--- src/rtl/adder_fabric.sv ---
module adder_fabric #(
  parameter int SLICE_W  = 8,
  parameter int SLICES   = 2,
  parameter int NARROW_W = 12,
  localparam int WIDE_W  = SLICE_W * SLICES,
  localparam int FLD_W   = SLICE_W - 1
) (
  input  logic [1:0]              mode,
  input  logic [WIDE_W-1:0]       op_a,
  input  logic [WIDE_W-1:0]       op_b,
  output logic [SLICES*FLD_W-1:0] pk_sum,
  output logic [SLICES-1:0]       pk_cy,
  output logic [WIDE_W-1:0]       wide_sum,
  output logic                    wide_cy
);

  localparam logic [1:0] M_EXT  = 2'b00;
  localparam logic [1:0] M_PACK = 2'b01;
  localparam logic [1:0] M_LINK = 2'b10;

  logic [WIDE_W-1:0] in_mask, xa, xb, raw;
  logic [SLICES:0]   cy;
  logic              is_pack;

  always_comb begin
    case (mode)
      M_EXT:   in_mask = {{(WIDE_W-NARROW_W){1'b0}}, {NARROW_W{1'b1}}};
      M_PACK:  in_mask = {SLICES{{1'b0, {FLD_W{1'b1}}}}};
      M_LINK:  in_mask = '1;
      default: in_mask = '0;
    endcase
  end

  assign xa      = op_a & in_mask;
  assign xb      = op_b & in_mask;
  assign cy[0]   = 1'b0;
  assign is_pack = (mode == M_PACK);

  for (genvar g = 0; g < SLICES; g++) begin : g_slice
    assign {cy[g+1], raw[g*SLICE_W +: SLICE_W]} =
        {1'b0, xa[g*SLICE_W +: SLICE_W]} + {1'b0, xb[g*SLICE_W +: SLICE_W]}
        + {{SLICE_W{1'b0}}, cy[g]};
    assign pk_sum[g*FLD_W +: FLD_W] = is_pack ? raw[g*SLICE_W +: FLD_W] : '0;
    assign pk_cy[g] = is_pack & raw[g*SLICE_W + FLD_W];
  end

  always_comb begin
    case (mode)
      M_EXT: begin
        wide_sum = {{(WIDE_W-NARROW_W){1'b0}}, raw[NARROW_W-1:0]};
        wide_cy  = raw[NARROW_W];
      end
      M_LINK: begin
        wide_sum = raw;
        wide_cy  = cy[SLICES];
      end
      default: begin
        wide_sum = '0;
        wide_cy  = 1'b0;
      end
    endcase
  end

endmodule

--- config.mk ---
export PLATFORM = sky130hd
export DESIGN_NAME = adder_fabric
export DESIGN_NICKNAME = d
export VERILOG_FILES = /design/src/rtl/adder_fabric.sv
export SDC_FILE = /design/constraint.sdc
export NUM_CORES = 1
export LEC_CHECK = 0
export BUFFER_PORTS_ARGS = -buffer_cell sky130_fd_sc_hd__buf_2
export CAP_MARGIN = 0
export CORE_MARGIN = 2
export CORE_UTILIZATION = 45
export DETAILED_ROUTE_END_ITERATION = 6
export PLACE_DENSITY_LB_ADDON = 0.1
export SYNTH_ARGS = -nofsm -noshare
export SYNTH_HDL_FRONTEND = slang
export SYNTH_SLANG_ARGS = --single-unit
export TNS_END_PERCENT = 10
--- constraint.sdc ---
create_clock -name vclk -period 4.9
set_input_delay 0.49 -clock vclk [all_inputs]
set_output_delay 0.49 -clock vclk [all_outputs]
set_load 0.005 [all_outputs]
==> impl_results.md, run 1 <==
- Filler-free cell count of the finished design: 296
- Setup bufs post-CTS: 0
- Synth top area share: 17.06%
- Commonest cells in the netlist: nor2b_1, nor2_1, ha_1, inv_1, and2_1
- Via count: 1625
- FP Rows: 20
- Logic pwr share: 100.0%
- Chip height: 59.66 um
- Crit-path max FO: 13
- Pwr Density: 115.5 nW/um^2
- Seq. cell area: 0 um^2
- Total track usage: 19.90%
- Internal cell power: 93.60 uW
- Placed Area: 1728 um^2
- Worst rel slew slack: 71.40%
- CP dominant cell by count: fa_1
- Detailed Routing Iterations Pass 1: 4
- Final nets: 321
- Pin count of the biggest net entering global routing: 17
- Worst Tran Pin Value: 0.4285 ns
- Slowest Stage Delay on Critical Path: 0.46 ns
- First-pass GRT wire length: 5775 um
- Syn Area/Cell: 6.833 um^2
- Number of sequential cells: 0
- CP Data Required Time: 4.41 ns
- Gpl congestion: 0.8060
- Hold Fails Final Rpt: 0
- Final Cycle Share: 92.91%
- Setup TNS: 0 ns
- Setup WS post-layout: 0.3476 ns
- Initial antenna violation count: 0
- DR vias/cell: 5.490
- Startpoint types: input pin
- Top-count cell post-synth: nor2b_1
- Fmax: 0.2197 GHz
- Mapped cell area: 1394 um^2
- Core Region: 3003 um^2
- Max Cap Violations: 0
- Gate Count Post-Synth: 204
- DRC: 0
- Drt total wl: 3468 um
- PortBufs: 67
- Net Sw Frac: 53.11%
- ANT nets after route: 0
- CP Class: input pin to primary output
- Min-Delay Path Class: input pin to primary output
- Max VDD drop: 0.00005432 V
- Met2 Track Usage GR: 39.29%
- Final-layout clock buffer total: 0
- Worst-path cell chain: buf_2 > ha_1 > buf_4 > nand2b_1 > fa_1 > nor2b_1 > o31a_2 > o21ai_0 > o2bb2ai_1 > fa_1 > fa_1 > nor2b_1 > o31a_1 > o221ai_1 > o2bb2ai_1 > buf_2
- Syn_nets: 260
- Leading area contributor after synthesis: ha_1
- Top-Level Pins: 67
- Post-route cell area: 1728 um^2
- RSZ-0062 raised after global routing: no
- Drt initial violations: 30
- Initial Utilization: 46.42%
- Wire per inst: 11.72 um
- Leakage: 0.0009261 uW
- PostCTS Resize Cnt: 0
- Die ar.: 3559 um^2
- Met1 usage: 25.03%
- Crit. End Element: primary output
- Ant. Diodes: 0
- Clock share of power: 0%
- CP arrival: 4.06 ns
- Overflow after GRT: 0
- Die span in x: 59.66 um
- Net switching power: 106.0 uW
- Slew Limit Fails: 0
- Layout cell share with drive strength beyond 1: 28.90%
- P&R area growth vs syn: 23.97%
- Post-synthesis cell type count: 43
- DP Worst Slack: 0.3369 ns
- Placed insts: 296
- Post-DP HPWL: 2874 um
- Synth warn: 0
- Status: finished, final reports clean
- Sequential Power Share: 0%
- Hold_buf cts: 0
- Vias in the first global route: 1374
- Leading post-synthesis cells by cell area: ha_1, nor2b_1, nor2_1
- Met3 Use GR: 0.4329%
- Worst path slowest cell: fa_1
- Period minus WS final: 4.552 ns
- GR peak layer: met2
- Seq/Total Area, Yosys: 0%
- Final Setup Violations: 0
==> layer usage <==
layer  vias up  routed length, um
li1        852                  -
met1       730               1550
met2        43               1798
met3         0                119
met4         0                  0
met5         -                  0
==> per-stage QoR <==
step / utilization, % / total power, uW / hold WS [ns]
after floorplan: - / 139.6 / 1.281
after global placement: 57.54 / 199.7 / 1.515
after detailed placement: 57.54 / 200.2 / 1.520
after CTS: 57.54 / 201.3 / 1.526
after global routing: 57.54 / 227.7 / 1.562
final: 57.54 / 199.6 / 1.516
==> final cells by class <==
class	instances	area [um^2]
inverter	13	48.80
timing repair buffer	71	365.4
tap	33	41.29
multi-input combinational	179	1272
fill	302	1275
==> logic make-up (layout without fill, tap and decap cells) <==
logic type | after synthesis | count (layout) | share of synthesized area, %
AO/OA/AOI/OAI | 46 | 46 | 24.24
XOR/XNOR | 3 | 3 | 1.885
adder cells (fa/ha/maj) | 22 | 22 | 21.36
buffers and inverters | 25 | 84 | 8.708
multiplexers | 3 | 3 | 2.244
AND/OR/NAND/NOR | 105 | 105 | 41.56
==> placed cells by master (no fill, tap or decap), types with 4 or more instances in the layout <==
cell / instances
buf_2: 67
nor2_1: 22
a21oi_1: 7
ha_1: 19
buf_4: 4
nor2b_1: 23
o21a_1: 6
nor3_1: 10
nand2_1: 7
nand3_1: 4
and2_1: 12
inv_1: 13
a31oi_1: 5
or3_1: 8
nand2b_1: 8
==> power by group through the flow <==
stage / Sequential, uW / Clock, uW / Combinational (uW)
final: 0 / 0 / 200
after global routing: 0 / 0 / 228
after CTS: 0 / 0 / 201
after detailed placement: 0 / 0 / 200
after global placement: 0 / 0 / 200
after floorplan: 0 / 0 / 140
==> path summary, 6_finish.rpt <==
kind	start	to	slack [ns]	cells past startpoint
min	op_b[0]	pk_sum[0]	1.52	5
max	mode[0]	wide_cy	0.35	16
==> critical path: cells and delay by family <==
kind,cells,cell delay [ns]
adders and majority gates,4,1.59
AOI/OAI and AO/OA,6,0.97
and+or+nand+nor,3,0.53
buffers and inverters,3,0.46
(Power assumes the default switching activity.)
==> inputs of run 2 (changes only) <==
Settings changed: ABC_AREA set to 1, CORE_UTILIZATION 45 to 48.
==> run 2 against run 1 <==
  * Worst setup slack better by 0.45 ns
  * Critical endpoint is now pk_sum[11]
  * Global-route usage down 0.31 points
  * Die area down 16%
  * First-iteration DRC count down 37%
  * Sequential share of layout area unchanged
  * Combinational power down 9%
  * Critical path depth up 2
==> impl_results.md, run 2 <==
- Seq/Total Area, Yosys: 0%
- Initial antenna violation count: 0
- Post-DP HPWL: 2481 um
- PortBufs: 67
- FP Rows: 18
- Leading area contributor after synthesis: nand2_1
- Total track usage: 19.59%
- Layout cell share with drive strength beyond 1: 24.35%
- First-pass GRT wire length: 4533 um
- Final-layout clock buffer total: 0
- Clock share of power: 0%
- Via count: 1486
- Final Setup Violations: 0
- Syn Area/Cell: 5.051 um^2
- Min-Delay Path Class: input pin to primary output
- Status: finished, final reports clean
- Vias in the first global route: 1155
- Seq. cell area: 0 um^2
- Syn_nets: 300
- Initial Utilization: 50.20%
- Sequential Power Share: 0%
- Die ar.: 2989 um^2
- DR vias/cell: 4.396
- CP Data Required Time: 4.41 ns
- PnR Total Power: 182.5 uW
- Mapped cell area: 1232 um^2
- Overflow after GRT: 0
- Setup TNS: 0 ns
- Core Region: 2455 um^2
- Max Cap Violations: 0
- Post-synthesis cell type count: 20
- CP Class: input pin to primary output
- Startpoint types: input pin
- Internal cell power: 79.11 uW
- Layout fillers: 289
- Pwr Density: 114.6 nW/um^2
- Pin count of the biggest net entering global routing: 18
- Ant. Diodes: 0
- Top-Level Pins: 67
- Drt total wl: 2832 um
- Hold Fails Final Rpt: 0
- P&R area growth vs syn: 29.24%
- Synth warn: 0
- Chip height: 54.67 um
- Synth top area share: 21.02%
- Gate Count Post-Synth: 244
- Most common cell after layout, fill and taps aside: nand2_1
- ANT nets after route: 0
- Worst hold slack: 1.443 ns
- Setup bufs post-CTS: 0
- Max VDD drop: 0.00007220 V
- Worst Tran Pin Value: 0.5870 ns
- GR peak layer: met2
- Most frequent cells in the layout: nand2_1, buf_2, inv_1
- Leakage: 0.001195 uW
- Logic pwr share: 100.0%
- PostCTS Resize Cnt: 0
- Post-layout util: 64.88%
- Final nets: 366
- Crit-path max FO: 17
- CP arrival: 3.61 ns
- Net switching power: 103.4 uW
- Final Cycle Share: 83.67%
- Met2 Track Usage GR: 33.73%
- Number of sequential cells: 0
- Die span in x: 54.67 um
- Worst rel slew slack: 60.87%
- Gpl congestion: 0.8226
- Leading post-synthesis cells by cell area: nand2_1, ha_1, inv_1
- Met3 Use GR: 0.8197%
- Net Sw Frac: 56.64%
- Top-count cell post-synth: nand2_1
- Wire per inst: 8.379 um
- Drt initial violations: 19
- RSZ-0062 raised after global routing: no
- DRC: 0
- Hold_buf cts: 0
- Slew Limit Fails: 0
- Detailed Routing Iterations Pass 1: 4
- Period minus WS final: 4.100 ns
- Commonest cells in the netlist: nand2_1, inv_1, nor2_1, ha_1, nand3_1
- Fmax: 0.2439 GHz
- Crit. End Element: primary output
- Met1 usage: 28.38%
## run 2: changes by cell type after synthesis, moves of 10 or more
cell     delta
nand2_1    +62
inv_1      +47
nor2_1     +32
nor2b_1    -23
and2_1     -12
nor3_1     -10
## run 2: cells by family after synthesis
| family | synth area share, % |
|---|---|
| XOR/XNOR | 3.553 |
| buffers and inverters | 21.12 |
| AND/OR/NAND/NOR | 45.89 |
| adder cells (fa/ha/maj) | 24.16 |
| AO/OA/AOI/OAI | 5.280 |
## run 2: power groups by stage
stage               clock (uW)  combinational [uW]  sequential, uW
finish                       0                 182               0
global route                 0                 213               0
CTS                          0                 184               0
detailed placement           0                 183               0
global placement             0                 181               0
floorplan                    0                 125               0
## run 2: cell type report
class / count / area [um^2] / share of cell area, %
well taps: 30 / 37.54 / 2.357
inverters: 64 / 240.2 / 15.08
repair buffers: 68 / 342.8 / 21.52
multi-input cells: 176 / 972.2 / 61.04
## run 2: final timing paths
path                    start          to  slack, ns  cells past startpoint
worst min-delay path  mode[0]   pk_sum[0]       1.44                      5
worst max-delay path  mode[0]  pk_sum[11]       0.80                     18
## run 2: per-layer routing
layer	wire (um)	part of all wire [%]
met1	1452	51
met3	220	7.8
met5	0	0
met2	1159	41
met4	0	0
## run 2: per-stage QoR
step                area, um^2  setup WS [ns]  cells
finish                    1593         0.8000    338
global route              1593         0.5086    338
CTS                       1593         0.8031    338
detailed placement        1593         0.8117    338
global placement          1593         0.8660    338
floorplan                 1232          1.232    244
## run 2: worst max-delay path: stages
cell	delay, ns
buf_2	0.11
ha_1	0.40
inv_1	0.25
nand2_1	0.13
fa_1	0.48
inv_1	0.09
nand3_1	0.10
nand3_1	0.10
a21oi_1	0.08
fa_1	0.40
fa_1	0.41
inv_1	0.08
nand2_1	0.07
nand2_1	0.08
nand2_1	0.07
nand2_1	0.09
nor2_1	0.04
buf_2	0.14
